[config.mk]
export PLATFORM = sky130hd
export DESIGN_NAME = xlat_cfg_ctrl
export DESIGN_NICKNAME = d
export VERILOG_FILES = /design/src/rtl/xlat_pkg.sv /design/src/rtl/xlat_quant.sv /design/src/rtl/xlat_seq.sv /design/src/rtl/xlat_apply.sv /design/src/rtl/xlat_cfg_ctrl.sv
export SDC_FILE = /design/constraint.sdc
export NUM_CORES = 1
export LEC_CHECK = 0
export BUFFER_PORTS_ARGS = -buffer_cell sky130_fd_sc_hd__buf_2
export CELL_PAD_IN_SITES_DETAIL_PLACEMENT = 1
export CELL_PAD_IN_SITES_GLOBAL_PLACEMENT = 2
export CORE_MARGIN = 2
export CORE_UTILIZATION = 19
export CTS_CLUSTER_DIAMETER = 60
export CTS_CLUSTER_SIZE = 12
export DETAILED_ROUTE_END_ITERATION = 12
export PLACE_DENSITY_LB_ADDON = 0.1
export SLEW_MARGIN = 40
export SYNTH_ARGS = -nofsm -noshare
export SYNTH_HDL_FRONTEND = slang
export SYNTH_SLANG_ARGS = --single-unit
export TNS_END_PERCENT = 10
[constraint.sdc]
create_clock -name clk_i -period 2.7 [get_ports clk_i]
set_input_delay 0.405 -clock clk_i [delete_from_list [all_inputs] [get_ports clk_i]]
set_output_delay 0.405 -clock clk_i [all_outputs]
set_load 0.02 [all_outputs]
[src/rtl/xlat_pkg.sv]
package xlat_pkg;
  localparam int unsigned BIN_W = 4;  // 16 bins of 1/16 supply

  typedef enum logic [1:0] {
    ST_OFF,
    ST_WAIT,
    ST_LOAD,
    ST_RUN
  } xlat_st_e;
endpackage

[src/rtl/xlat_quant.sv]
module xlat_quant #(
  parameter int unsigned RATIO_W = 8,
  parameter int unsigned FIELD_W = 4
) (
  input  logic [RATIO_W-1:0] ratio_i,
  output logic [FIELD_W-1:0] code_o
);
  import xlat_pkg::*;

  localparam int unsigned MAX_CODE = (1 << FIELD_W) - 1;

  logic [BIN_W-1:0] bin;
  assign bin = ratio_i[RATIO_W-1 -: BIN_W];

  generate
    if (FIELD_W >= BIN_W) begin : g_full
      assign code_o = FIELD_W'(bin);
    end else begin : g_sat
      // ratios past the last usable bin clamp to the top code
      always_comb begin
        if (bin > BIN_W'(MAX_CODE)) code_o = FIELD_W'(MAX_CODE);
        else                        code_o = bin[FIELD_W-1:0];
      end
    end
  endgenerate


  always_comb begin
    if (FIELD_W < BIN_W && ratio_i[RATIO_W-1])
      sat_top_chk: assert (code_o == FIELD_W'(MAX_CODE));
  end
endmodule

[src/rtl/xlat_seq.sv]
module xlat_seq #(
  parameter int unsigned LO_W   = 4,
  parameter int unsigned HI_W   = 3,
  parameter int unsigned BYTE_W = LO_W + HI_W + 1
) (
  input  logic              clk_i,
  input  logic              rst_ni,
  input  logic              en_i,
  input  logic              uv_i,
  input  logic              smp_vld_i,
  input  logic [LO_W-1:0]   lo_code_i,
  input  logic [HI_W-1:0]   hi_code_i,
  output logic [BYTE_W-1:0] byte_o,
  output logic              ready_o
);
  import xlat_pkg::*;

  xlat_st_e          state_q;
  logic [BYTE_W-1:0] byte_q;
  logic              shut;
  logic              take;

  assign shut = !en_i || uv_i;
  assign take = (state_q == ST_WAIT) && smp_vld_i && !shut;

  always_ff @(posedge clk_i or negedge rst_ni) begin
    if (!rst_ni) begin
      state_q <= ST_OFF;
      byte_q  <= '0;
    end else if (shut) begin
      state_q <= ST_OFF;
      byte_q  <= '0;
    end else begin
      unique case (state_q)
        ST_OFF:  state_q <= ST_WAIT;
        ST_WAIT: if (take) begin
          byte_q  <= {hi_code_i, lo_code_i, 1'b0};  // rw bit kept clear
          state_q <= ST_LOAD;
        end
        ST_LOAD: state_q <= ST_RUN;
        ST_RUN:  state_q <= ST_RUN;
        default: state_q <= ST_OFF;
      endcase
    end
  end

  assign byte_o  = byte_q;
  assign ready_o = (state_q == ST_RUN);


  shut_clr_chk: assert property (@(posedge clk_i) disable iff (!rst_ni)
    shut |=> (byte_q == '0) && !ready_o);


  wait_hold_chk: assert property (@(posedge clk_i) disable iff (!rst_ni)
    (state_q != ST_RUN && state_q != ST_LOAD && !take) |=> (byte_q == '0));


  ready_late_chk: assert property (@(posedge clk_i) disable iff (!rst_ni)
    $rose(ready_o) |-> $past(state_q == ST_LOAD));


  run_stable_chk: assert property (@(posedge clk_i) disable iff (!rst_ni)
    (ready_o && $past(ready_o)) |-> $stable(byte_q));
endmodule

[src/rtl/xlat_apply.sv]
module xlat_apply #(
  parameter int unsigned ADDR_W = 8
) (
  input  logic              act_i,
  input  logic [ADDR_W-1:0] xlat_i,
  input  logic [ADDR_W-1:0] addr_i,
  output logic [ADDR_W-1:0] addr_o
);
  always_comb begin
    addr_o = addr_i;
    if (act_i) addr_o = addr_i ^ xlat_i;
  end


  always_comb rw_keep_chk: assert (addr_o[0] == addr_i[0]);
endmodule

[src/rtl/xlat_cfg_ctrl.sv]
module xlat_cfg_ctrl #(
  parameter int unsigned RATIO_W = 8,
  parameter int unsigned LO_W    = 4,
  parameter int unsigned HI_W    = 3,
  localparam int unsigned ADDR_W = LO_W + HI_W + 1
) (
  input  logic               clk_i,
  input  logic               rst_ni,
  input  logic               en_i,
  input  logic               uv_i,
  input  logic               smp_vld_i,
  input  logic [RATIO_W-1:0] ratio_lo_i,
  input  logic [RATIO_W-1:0] ratio_hi_i,
  input  logic [ADDR_W-1:0]  addr_i,
  output logic [ADDR_W-1:0]  xlat_byte_o,
  output logic               ready_o,
  output logic               sw_en_o,
  output logic [ADDR_W-1:0]  addr_o
);
  logic [LO_W-1:0]   lo_code;
  logic [HI_W-1:0]   hi_code;
  logic [ADDR_W-1:0] xlat;
  logic              rdy;

  xlat_quant #(.RATIO_W(RATIO_W), .FIELD_W(LO_W)) quant_lo_i (
    .ratio_i (ratio_lo_i),
    .code_o  (lo_code)
  );

  xlat_quant #(.RATIO_W(RATIO_W), .FIELD_W(HI_W)) quant_hi_i (
    .ratio_i (ratio_hi_i),
    .code_o  (hi_code)
  );

  xlat_seq #(.LO_W(LO_W), .HI_W(HI_W), .BYTE_W(ADDR_W)) seq_i (
    .clk_i     (clk_i),
    .rst_ni    (rst_ni),
    .en_i      (en_i),
    .uv_i      (uv_i),
    .smp_vld_i (smp_vld_i),
    .lo_code_i (lo_code),
    .hi_code_i (hi_code),
    .byte_o    (xlat),
    .ready_o   (rdy)
  );

  xlat_apply #(.ADDR_W(ADDR_W)) apply_i (
    .act_i  (rdy),
    .xlat_i (xlat),
    .addr_i (addr_i),
    .addr_o (addr_o)
  );

  assign xlat_byte_o = xlat;
  assign ready_o     = rdy;
  assign sw_en_o     = rdy;
endmodule

== Yosys cells after proc, flatten, opt, wreduce, memory -nomap -nowiden ==
Cells that the tools add are included.

* Flip-flop bits (word level): 10
* Output and inout bits: 18
* Logic and storage cells: 26

* Magnitude comparators: 1
* Equality and inequality tests: 4
* Muxes and demuxes: 8
* Bitwise gates (word level): 1
* Reductions and logical operators: 10

{| class="wikitable"
|+ Operators with widths
! kind !! number
|-
| 8-bit two-way mux || 4
|-
| 8-bit bitwise XOR || 1
|-
| 2-bit case mux with 3 select lines || 1
|-
| 2-bit equality test (second input constant) || 2
|-
| 4-bit by 3-bit greater-than comparator with 1-bit output (second input constant) || 1
|-
| 2-bit two-way mux || 2
|-
| 2-bit nonzero test || 2
|-
| 3-bit two-way mux || 1
|-
| 3-bit by 1-bit != test with 1-bit output (second input constant) || 1
|-
| 2-bit by 1-bit equality test with 1-bit output (second input constant) || 1
|-
| 1-bit logical AND || 2
|-
| 1-bit logical NOT || 2
|-
| 2-bit logical NOT || 1
|-
| 2-bit AND reduction || 1
|-
| 2-bit OR reduction || 1
|-
| 1-bit logical OR || 1
|}

== Depth between registers and ports, before layout ==
Gate-level depths: netlist (run 1).

* Word-level depth: 7
* Gate-level depth with buffers: 4

== Cells and area by module ==
From an unflattened synthesis (run 1), not the netlist that was laid out.

* Cells, all modules: 66
* Area, all modules: 716.9 um^2

{| class="wikitable"
|+ By module, submodules not included
! module !! times used !! cells each !! area an instance (um^2)
|-
| xlat_seq || 1 || 41 || 469.2
|-
| xlat_apply || 1 || 17 || 191.4
|-
| xlat_quant at quant_lo_i || 1 || 4 || 30.0
|-
| xlat_quant at quant_hi_i || 1 || 3 || 18.8
|-
| xlat_cfg_ctrl || 1 || 1 || 7.5
|}

== Worst setup path after synthesis (run 1) ==
No wires, ideal clock.

* Path kind: register to output
* From: register seq_i.state_q[0]
* To: output port addr_o[5]
* Arrival: 1133 ps
* Required time: 2295 ps
* Slack: 1162 ps
* Stages on the path, launching flop included: 5
* Cells stage by stage: dfrtp_1 and2_1 buf_2 nand2_1 xnor2_1

* Word-level cells in the longest chain between the ends: 2

{| class="wikitable"
|+ RTL lines
! what !! line !! text
|-
| from (decl) || xlat_seq.sv:18 || <nowiki>xlat_st_e state_q;</nowiki>
|-
| from (signal assigned) || xlat_seq.sv:28 || <nowiki>state_q <= ST_OFF;</nowiki>
|-
| from (signal assigned) || xlat_seq.sv:31 || <nowiki>state_q <= ST_OFF;</nowiki>
|-
| from (signal assigned) || xlat_seq.sv:35 || <nowiki>ST_OFF: state_q <= ST_WAIT;</nowiki>
|-
| 2-bit equality test || xlat_seq.sv:48 || <nowiki>assign ready_o = (state_q == ST_RUN);</nowiki>
|-
| named net ready_o || xlat_cfg_ctrl.sv:16 || <nowiki>output logic ready_o,</nowiki>
|-
| 8-bit two-way mux || xlat_apply.sv:11 || <nowiki>if (act_i) addr_o = addr_i ^ xlat_i;</nowiki>
|-
| to (decl) || xlat_cfg_ctrl.sv:18 || <nowiki>output logic [ADDR_W-1:0] addr_o</nowiki>
|}

The timed path passes the listed nets, and every way through them passes these cells.

== Final worst setup path (run 1) ==
* From: register seq_i.state_q[0]
* To: output port addr_o[3]

* Word-level cells in the longest chain between the ends: 2

{| class="wikitable"
|+ RTL lines
! what !! line
|-
| 2-bit equality test || xlat_seq.sv:48
|-
| 8-bit two-way mux || xlat_apply.sv:11
|}

Every way passes these cells.

==> reports/results.txt, run 1 <==
Antenna violations before repair -> 0
Max Fanout on Critical Path -> 9
Setup repair after global routing missed its margin -> false
Post-synthesis sequential element count -> 9
Number of synthesized flops with an enable pin -> 0
Min-Delay Path Depth -> 3
Nets -> 117
Number of clock buffers inserted by TritonCTS -> 3
Cell types with the largest area share after synthesis -> sky130_fd_sc_hd__dfrtp_1, sky130_fd_sc_hd__xnor2_1, sky130_fd_sc_hd__mux2i_1, sky130_fd_sc_hd__a211oi_2, sky130_fd_sc_hd__nor2_1
End point of the worst hold path -> seq_i.byte_o[4]
Syn Inst Count -> 53
Yosys warnings -> 0
Core area -> 2520 um2
Post-Syn Area per Cell -> 9.75 um2
Wire length reported by the detailed router -> 1.33 mm
Clock Latency Late Sink -> 0.26 ns
Cell chosen for the clock root -> sky130_fd_sc_hd__clkbuf_4
Deepest clock path buffer count -> 2
Tcrit/Tclk final -> 0.680
Setup slack of the most critical reg-to-reg path -> 1.47 ns
Area occupied by registers -> 225 um2
DRC violation total after the first TritonRoute iteration -> 8
Category of the worst setup path capture point -> output pin
Clock slew seen by the registers of the worst setup and hold paths -> 0.07 ns
Post-Synthesis Net Count -> 82
Netlist Area Pre-Place -> 517 um2
Via count -> 461
Required time of the critical path -> 2.30 ns
Area share of the largest cell type after synthesis -> 0.436
Number of cells on the worst reg-to-reg path -> 3
Die Outline Area -> 3150 um2
Detailed-route vias per instance -> 3.94
Post-CTS setup-driven buffer insertion count -> 0
Post-synth top area cell -> sky130_fd_sc_hd__dfrtp_1
Average wire length per cell after detail routing -> 11.4 um
Leading register cell type out of synthesis -> sky130_fd_sc_hd__dfrtp_1
VDD IR-drop max -> 215 uV
Min Clock Period, post-route -> 1.84 ns
Count of distinct cell types in the synthesized netlist -> 16
Final Core Density -> 0.287
Commonest non-fill, non-tap cells in the layout -> sky130_fd_sc_hd__buf_2, sky130_fd_sc_hd__nor2_1, sky130_fd_sc_hd__dfrtp_1, sky130_fd_sc_hd__nand2_1, sky130_fd_sc_hd__xnor2_1
Max-slew violation count -> 0
Top Ports -> 47
P_leak -> 0.360 nW
Overall Global Routing Usage -> 0.0927
DRC violation count after routing -> 0
Die X-Extent -> 56.2 um
Ant diodes -> 0
Class of the worst hold path -> primary input to flip-flop
Area Growth Syn to Fin -> 40.0%
Fmax -> 545 MHz
Setup TNS after final layout -> 0 ns
Final ANT Viol Nets -> 0
Die extent in y -> 56.2 um
H-tree lvl count -> 1
Maximum number of pins on one net before global-route repair -> 12
Max Cap Viol -> 0
Total power density per cell area -> 421 nW/um2
Worst clock skew -> 0.00426 ns
Remaining Overflow, GRT -> 0
First-pass GRT wire length -> 2.20 mm
Total chip power -> 0.305 mW
Fraction of the yosys area taken by sequential cells -> 0.436
# fillers -> 318
Worst reg2reg startpoint -> seq_i.state_q[1]
Share of cells above drive strength 1 -> 0.517
Status -> finished, final reports clean
Number of core rows -> 18
Port bufs -> 35
Critical Path AT -> 1.43 ns
Multi-input logic area -> 249 um2
R2R Path End -> seq_i.byte_o[2]
Total of cells resized after clock tree synthesis -> 0
CTS tree -> done
Critical Path Source Type -> flip-flop
Layout Cell Area excl Fill -> 723 um2
Placed standard-cell area -> 687 um2
Most frequent standard cell in the layout excluding fill and tap cells -> sky130_fd_sc_hd__buf_2
Hold_sp -> ratio_lo_i[7]
Crit path kind -> flip-flop to output pin
Router iterations before antenna repair -> 4
Final setup fails -> 0
Routability Congestion -> 0.601
Initial Util -> 0.205
Vias in the first global route -> 448
Number of sinks driven by the clock tree -> 9
Share of flip-flops with an asynchronous set or reset after synthesis -> 1.00
Final Hold Vio Count -> 0
critical path: stages (launching register included):
cell and delay (ns):
sky130_fd_sc_hd__dfrtp_1 0.36, sky130_fd_sc_hd__and2_1 0.35, sky130_fd_sc_hd__nand2_1 0.12, sky130_fd_sc_hd__xnor2_1 0.15
sky130_fd_sc_hd__buf_2 0.18
kinds of logic after synthesis:
kind of cell	after synthesis	share of synthesized area
AOI/OAI and AO/OA	4	0.0823
xor gates and xnor gates	7	0.119
buffers and inverters	6	0.0823
DFF	9	0.436
muxes	4	0.0775
other	1	0.00726
and+or+nand+nor	22	0.196
report_power, final:
| part | internal [mW] | switching (mW) | leakage [nW] |
|---|---|---|---|
| clock network | 0.0571 | 0.0519 | 0.0150 |
| logic | 0.0244 | 0.0314 | 0.221 |
| registers | 0.138 | 0.00214 | 0.124 |
| total | 0.219 | 0.0854 | 0.360 |
registers in the layout, indices dropped and copies added, names as in the netlist:
register       cells
seq_i.byte_o       7
seq_i.state_q      2
per-layer routing:
metal | part of all wire | global-route usage
met5 | 0 | 0
met4 | 0.017 | 0.0612
met3 | 0.065 | 0.0349
met2 | 0.48 | 0.134
met1 | 0.44 | 0.113
final cells by class:
class                   count  share of cell area
multi-input cells          38               0.344
flip-flops and latches      9               0.311
repair buffers             36               0.256
well taps                  30              0.0519
clock buffers               4              0.0363
synth_stat cells (3+ instances only):
master / number
sky130_fd_sc_hd__a211oi_2: 3
sky130_fd_sc_hd__nand2_1: 7
sky130_fd_sc_hd__xnor2_1: 7
sky130_fd_sc_hd__mux2i_1: 4
sky130_fd_sc_hd__dfrtp_1: 9
sky130_fd_sc_hd__buf_4: 3
sky130_fd_sc_hd__nor2_1: 9
sky130_fd_sc_hd__nor2_2: 3
worst max path at each step:
| stage | from | endpoint | slack [ns] | cells past startpoint |
|---|---|---|---|---|
| 2_1_floorplan | seq_i.state_q[0] | addr_o[5] | 1.16 | 4 |
| 3_3_place_gp | seq_i.state_q[1] | addr_o[3] | 1.14 | 4 |
| 3_5_place_dp | seq_i.state_q[0] | addr_o[1] | 1.11 | 4 |
| 4_1_cts | seq_i.state_q[0] | addr_o[1] | 0.80 | 4 |
| 5_1_grt | seq_i.state_q[1] | addr_o[6] | 0.70 | 4 |
| 6_report | seq_i.state_q[0] | addr_o[3] | 0.86 | 4 |
what timing repair did:
action,CTS,global route
hold buffers,1,0
setup endpoints to repair,0,0
endpoints found under the hold margin,9,0
metrics by stage:
step	hold WS [ns]	std cells	worst slack [ns]
final	0.390	117	0.864
after global routing	0.383	117	0.704
after CTS	0.381	117	0.800
after detailed placement	0.280	112	1.11
after global placement	0.277	112	1.14
after floorplan	0.109	53	1.16
Note: power is estimated with default switching activity, not from simulation.
==> run 2: changes to the inputs <==
Settings changed: ABC_AREA set to 1, CORE_UTILIZATION 19 to 16.
Clock period 2.7 ns to 1.55 ns, I/O delays scaled along.
==> reports/results.txt, run 2 <==
Setup slack of the most critical reg-to-reg path -> 0.48 ns
Largest family of logic cells by synthesized area -> simple AND/OR/NAND/NOR gates
P_leak -> 0.567 nW
Syn Inst Count -> 105
Critical Path Source Type -> flip-flop
Required time of the critical path -> 1.32 ns
Fraction of the yosys area taken by sequential cells -> 0.355
Netlist Area Pre-Place -> 634 um2
Status -> finished, final reports clean
Deepest clock path buffer count -> 2
Area share of and/or/nand/nor cells after synthesis -> 0.465
Cell chosen for the clock root -> sky130_fd_sc_hd__clkbuf_8
Average wire length per cell after detail routing -> 10.4 um
Most frequent standard cell in the layout excluding fill and tap cells -> sky130_fd_sc_hd__nand2_1
Setup repair after global routing missed its margin -> false
Min-Delay Path Depth -> 3
Final ANT Viol Nets -> 0
Vias in the first global route -> 713
Area Growth Syn to Fin -> 42.6%
Switching share of total power -> 0.266
Number of clock buffers inserted by TritonCTS -> 3
Share of flip-flops with an asynchronous set or reset after synthesis -> 1.00
DRC violation total after the first TritonRoute iteration -> 13
Max-slew violation count -> 0
Post-Synthesis Net Count -> 134
Worst clock skew -> 0.000873 ns
Via count -> 738
Final HPWL from detailed placement -> 1.54 mm
Ant diodes -> 0
Setup ws final -> 0.107 ns
Max Cap Viol -> 0
Clock slew seen by the registers of the worst setup and hold paths -> 0.04 ns
Number of sinks driven by the clock tree -> 9
Antenna violations before repair -> 0
Total internal power -> 0.465 mW
Most Frequent Cell on Critical Path -> sky130_fd_sc_hd__nand2_1
Crit path kind -> flip-flop to output pin
Wire length reported by the detailed router -> 1.97 mm
Largest register FFs -> 7
Top Family by Delay on Critical Path -> flip-flops
Post-synth top area cell -> sky130_fd_sc_hd__dfrtp_1
Commonest non-fill, non-tap cells in the layout -> sky130_fd_sc_hd__nand2_1, sky130_fd_sc_hd__buf_2, sky130_fd_sc_hd__inv_1, sky130_fd_sc_hd__nand3_1, sky130_fd_sc_hd__dfrtp_1
Router iterations before antenna repair -> 4
Number of synthesized flops with an enable pin -> 0
Worst reg2reg startpoint -> seq_i.state_q[1]
R2R Path End -> seq_i.byte_o[4]
Share of the synthesized area in compound gates (AO/OA/AOI/OAI) -> 0.00789
Nets -> 172
Net Switching -> 0.169 mW
Relative contribution of the clock network to total power -> 0.428
Critical path cell sequence -> nand2_1 -> buf_4 -> nand2_1 -> nand2_1 -> buf_2
Overall Global Routing Usage -> 0.0960
Remaining Overflow, GRT -> 0
Buf+Inv Stages, Crit Path -> 2
Post-CTS setup-driven buffer insertion count -> 0
Fmax -> 693 MHz
Total chip power -> 0.633 mW
Min Clock Period, post-route -> 1.44 ns
Yosys warnings -> 0
Initial Util -> 0.169
Leading register cell type out of synthesis -> sky130_fd_sc_hd__dfrtp_1
Top Ports -> 47
VDD IR-drop max -> 296 uV
Tcrit/Tclk final -> 0.931
Combinational fraction of design power -> 0.186
Clock Latency Late Sink -> 0.23 ns
Routability Congestion -> 0.667
Critical-path top delay cell -> sky130_fd_sc_hd__dfrtp_1
Xor/xnor share of the synthesized area -> 0
Synth top cells by count -> sky130_fd_sc_hd__nand2_1, sky130_fd_sc_hd__inv_1, sky130_fd_sc_hd__nand3_1
Critical Path AT -> 1.21 ns
Post-layout instance count excluding filler cells -> 190
Detailed-route vias per instance -> 3.88
Category of the worst setup path capture point -> output pin
Die X-Extent -> 67.0 um
# fillers -> 513
Final Core Density -> 0.242
Die extent in y -> 67.0 um
Library cell with the highest instance count after synthesis -> sky130_fd_sc_hd__nand2_1
Max Fanout on Critical Path -> 6
Core area -> 3740 um2
Port bufs -> 35
H-tree lvl count -> 1
Placement Setup Slack -> 0.321 ns
Number of cells on the worst reg-to-reg path -> 4
Share of cells above drive strength 1 -> 0.296
Setup TNS after final layout -> 0 ns
Number of core rows -> 22
First-pass GRT wire length -> 3.23 mm
Final Hold Vio Count -> 0
Post-Syn Area per Cell -> 6.04 um2
Count of distinct cell types in the synthesized netlist -> 12
Die Outline Area -> 4480 um2
Final setup fails -> 0
Worst stage delay on the critical path -> 0.39 ns
Fraction of power consumed by sequential logic -> 0.387
Area share of the largest cell type after synthesis -> 0.355
Adder-cell share of the synthesized area -> 0
Maximum number of pins on one net before global-route repair -> 16
Instance count after placement with tap cells included -> 185
Class of the worst hold path -> primary input to flip-flop
End point of the worst hold path -> seq_i.byte_o[2]
Multiplexer fraction of the synthesized cell area -> 0
DRC violation count after routing -> 0
Hold_sp -> ratio_lo_i[5]
Cell types with the largest area share after synthesis -> sky130_fd_sc_hd__dfrtp_1, sky130_fd_sc_hd__nand2_1, sky130_fd_sc_hd__nand3_1, sky130_fd_sc_hd__inv_1, sky130_fd_sc_hd__buf_4
Post-synthesis sequential element count -> 9
CTS tree -> done
Total power density per cell area -> 700 nW/um2
[run 2: cell count changes in the layout (fill, tap and decap cells not counted), moves of 2 or more]
cell	before	now
sky130_fd_sc_hd__nor2_2	3	1
sky130_fd_sc_hd__mux2i_1	4	0
sky130_fd_sc_hd__clkbuf_4	3	0
sky130_fd_sc_hd__nand2_1	7	51
sky130_fd_sc_hd__nand3_1	0	15
sky130_fd_sc_hd__nor2_1	9	1
sky130_fd_sc_hd__inv_1	0	19
sky130_fd_sc_hd__clkbuf_8	0	3
sky130_fd_sc_hd__a211oi_2	3	0
sky130_fd_sc_hd__xnor2_1	7	0
[run 2: power groups by stage]
stage               sequential [mW]  clock (mW)  combinational, mW
floorplan                     0.251           0             0.0652
global placement              0.248           0              0.114
detailed placement            0.249           0              0.118
CTS                           0.245       0.282              0.120
global route                  0.246       0.302              0.133
finish                        0.245       0.271              0.118
[run 2: cells by family (layout without fill, tap and decap cells)]
logic type | Yosys count | count (layout)
AND/OR/NAND/NOR | 70 | 70
buffers and inverters | 24 | 61
flip-flops | 9 | 9
other | 1 | 1
AO/OA/AOI/OAI | 1 | 1
[run 2: cell type report]
| type | count | area (um2) | area share |
|---|---|---|---|
| inverters | 20 | 77.6 | 0.0858 |
| repair buffers | 37 | 193 | 0.213 |
| flip-flops and latches | 9 | 225 | 0.249 |
| well taps | 48 | 60.1 | 0.0664 |
| clock buffers | 4 | 45.0 | 0.0498 |
| multi-input cells | 72 | 304 | 0.336 |
[run 2: what timing repair did]
item,in CTS,in global routing
gates resized for setup,0,1
hold endpoints to repair,9,0
hold buffers,1,0
endpoints found under the setup margin,0,1
[run 2: routing by layer]
metal  routed length [um]  vias to the layer above  global-route usage
met5                    0                        -                   0
met4                    0                        0              0.0230
met3                  130                        0              0.0321
met2                  975                       21               0.173
met1                  865                      336               0.108
li1                     -                      381                   -
[run 2: metrics by stage]
step / area [um2] / hold slack [ns]
2_1_floorplan: 634 / -0.0631
3_3_place_gp: 847 / 0.104
3_5_place_dp: 847 / 0.106
4_1_cts: 902 / 0.233
5_1_grt: 905 / 0.245
6_report: 905 / 0.235
[run 2: how the worst max path moves through the flow]
stage | start | end | slack (ns) | cells after the start
finish | seq_i.state_q[0] | addr_o[4] | 0.11 | 5
CTS | seq_i.state_q[1] | addr_o[2] | 0.06 | 6
floorplan | seq_i.state_q[1] | addr_o[2] | 0.36 | 4
global placement | seq_i.state_q[1] | addr_o[2] | 0.37 | 5
global route | seq_i.state_q[0] | addr_o[7] | 0.006 | 5
detailed placement | seq_i.state_q[1] | addr_o[2] | 0.32 | 6
[run 2: tightest hold or removal path, stage by stage]
cell and delay (ns):
sky130_fd_sc_hd__buf_2 0.08, sky130_fd_sc_hd__nand3_1 0.06, sky130_fd_sc_hd__nand2_1 0.05
==> run 3: changes to the inputs <==
Settings changed: CORE_UTILIZATION 16 to 17.
Clock period 1.55 ns to 1.39 ns, I/O delays scaled along.
==> reports/results.txt, run 3 (synthesis gave the netlist of run 2 again) <==
Final HPWL from detailed placement -> 1.57 mm
Clock slew seen by the registers of the worst setup and hold paths -> 0.05 ns
Average wire length per cell after detail routing -> 10.5 um
Placement Setup Slack -> 0.206 ns
Met2 Resource Use GR -> 0.209
M3 GR Usage -> 0.0226
Detailed-route vias per instance -> 4.03
# fillers -> 484
Number of core rows -> 22
Total chip power -> 0.732 mW
Critical Path AT -> 1.15 ns
Number of clock buffers inserted by TritonCTS -> 3
Final setup fails -> 0
Critical Path Source Type -> flip-flop
DRC violation count after routing -> 0
Setup slack of the most critical reg-to-reg path -> 0.21 ns
VDD IR-drop max -> 393 uV
Category of the worst setup path capture point -> output pin
Number of cells on the worst reg-to-reg path -> 5
Maximum number of pins on one net before global-route repair -> 16
Status -> finished, final reports clean
Class of the worst hold path -> primary input to flip-flop
Max Fanout on Critical Path -> 4
First-pass GRT wire length -> 3.59 mm
Via count -> 782
Setup repair after global routing missed its margin -> true
Critical-path top delay cell -> sky130_fd_sc_hd__dfrtp_1
Commonest non-fill, non-tap cells in the layout -> sky130_fd_sc_hd__nand2_1, sky130_fd_sc_hd__buf_2, sky130_fd_sc_hd__inv_1, sky130_fd_sc_hd__nand3_1, sky130_fd_sc_hd__dfrtp_1
End point of the worst hold path -> seq_i.byte_o[1]
CTS tree -> done
Initial Util -> 0.175
Ant diodes -> 0
Worst stage delay on the critical path -> 0.40 ns
Min-Delay Path Depth -> 3
Max-slew violation count -> 0
Overall Global Routing Usage -> 0.110
Critical path cell sequence -> nand2_4 -> clkinvlp_4 -> nand2_1 -> nand2_1 -> buf_6
Clock Latency Late Sink -> 0.23 ns
Share of cells above drive strength 1 -> 0.329
Die extent in y -> 65.1 um
Vias in the first global route -> 809
Final Hold Vio Count -> 0
Remaining Overflow, GRT -> 0
Setup ws final -> 0.0323 ns
Cell chosen for the clock root -> sky130_fd_sc_hd__clkbuf_8
P_leak -> 0.611 nW
Required time of the critical path -> 1.18 ns
Top Ports -> 47
Router iterations before antenna repair -> 3
Die X-Extent -> 65.1 um
Setup TNS after final layout -> 0 ns
Die Outline Area -> 4240 um2
DRC violation total after the first TritonRoute iteration -> 16
Worst clock skew -> 0.00251 ns
Hold_sp -> ratio_lo_i[4]
Area Growth Syn to Fin -> 55.8%
Final ANT Viol Nets -> 0
Max Cap Viol -> 0
Routing usage on met1 -> 0.120
H-tree lvl count -> 1
Most Frequent Cell on Critical Path -> sky130_fd_sc_hd__nand2_1
Min Clock Period, post-route -> 1.36 ns
Core area -> 3630 um2
Wire length reported by the detailed router -> 2.04 mm
Number of sinks driven by the clock tree -> 9
Routability Congestion -> 0.657
Largest register FFs -> 7
Top Family by Delay on Critical Path -> flip-flops
Antenna violations before repair -> 0
Crit path kind -> flip-flop to output pin
Routing layer with the top usage in global route -> met2
Deepest clock path buffer count -> 2
Most frequent standard cell in the layout excluding fill and tap cells -> sky130_fd_sc_hd__nand2_1
Nets -> 176
Tcrit/Tclk final -> 0.977
Port bufs -> 35
Total power density per cell area -> 740 nW/um2
Worst reg2reg startpoint -> seq_i.state_q[1]
Buf+Inv Stages, Crit Path -> 2
R2R Path End -> seq_i.byte_o[7]
Fmax -> 737 MHz
run 3: changes by cell type in the layout (fill, tap and decap cells not counted):
cell | previous run | this run
sky130_fd_sc_hd__nand2_2 | 0 | 1
sky130_fd_sc_hd__buf_6 | 0 | 7
sky130_fd_sc_hd__nand2_4 | 0 | 1
sky130_fd_sc_hd__buf_2 | 35 | 28
sky130_fd_sc_hd__buf_4 | 1 | 4
sky130_fd_sc_hd__nand2_1 | 51 | 49
sky130_fd_sc_hd__clkinvlp_4 | 0 | 1
run 3: worst register-to-register path, cell delays in order (launching register included):
cell and delay, ns:
sky130_fd_sc_hd__dfrtp_1 0.41, sky130_fd_sc_hd__buf_4 0.15, sky130_fd_sc_hd__inv_1 0.06, sky130_fd_sc_hd__nand3_1 0.24, sky130_fd_sc_hd__nand3_1 0.16, sky130_fd_sc_hd__nand2_1 0.06
run 3: repair_timing:
action | 4_1_cts | 5_1_grt
setup buffers | 3 | 0
pin swaps | 5 | 3
resized for setup | 11 | 7
gates cloned | 1 | 0
hold buffers | 1 | 0
endpoints found under the hold margin | 9 | 0
endpoints found under the setup margin | 7 | 7
run 3: power by group:
| group | switching, mW | internal (mW) |
|---|---|---|
| Clock | 0.107 | 0.200 |
| Combinational | 0.0850 | 0.0658 |
| Sequential | 0.00568 | 0.268 |
| Total | 0.198 | 0.534 |
run 3: final cells by class:
cell class	count	area (um2)	share of cell area
Clock buffer	4	45.0	0.0456
Inverter	20	77.6	0.0785
Multi-Input combinational cell	72	314	0.318
Sequential cell	9	225	0.228
Tap cell	48	60.1	0.0608
Timing Repair Buffer	40	259	0.262
Timing Repair inverter	1	7.51	0.00759
run 3: through the flow:
step	util	hold WS [ns]	instances	area (um2)
5_1_grt	0.272	0.213	194	988
2_1_floorplan	-	-0.0871	105	634
6_report	0.272	0.203	194	988
3_3_place_gp	0.233	0.0800	185	847
4_1_cts	0.266	0.201	194	966
3_5_place_dp	0.233	0.0821	185	847
run 3: metal layers:
| layer | vias to the layer above | wire [um] |
|---|---|---|
| li1 | 392 | - |
| met1 | 371 | 872 |
| met2 | 19 | 1070 |
| met3 | 0 | 91 |
| met4 | 0 | 0 |
| met5 | - | 0 |
run 3: worst max path at each step:
stage	from	end	slack (ns)	depth (start not counted)
2_1_floorplan	seq_i.state_q[1]	addr_o[2]	0.23	4
3_3_place_gp	seq_i.state_q[1]	addr_o[2]	0.24	6
3_5_place_dp	seq_i.state_q[1]	addr_o[2]	0.21	6
4_1_cts	seq_i.state_q[1]	addr_o[3]	-0.02	5
5_1_grt	seq_i.state_q[1]	addr_o[7]	-0.05	5
6_report	seq_i.state_q[0]	addr_o[3]	0.03	5
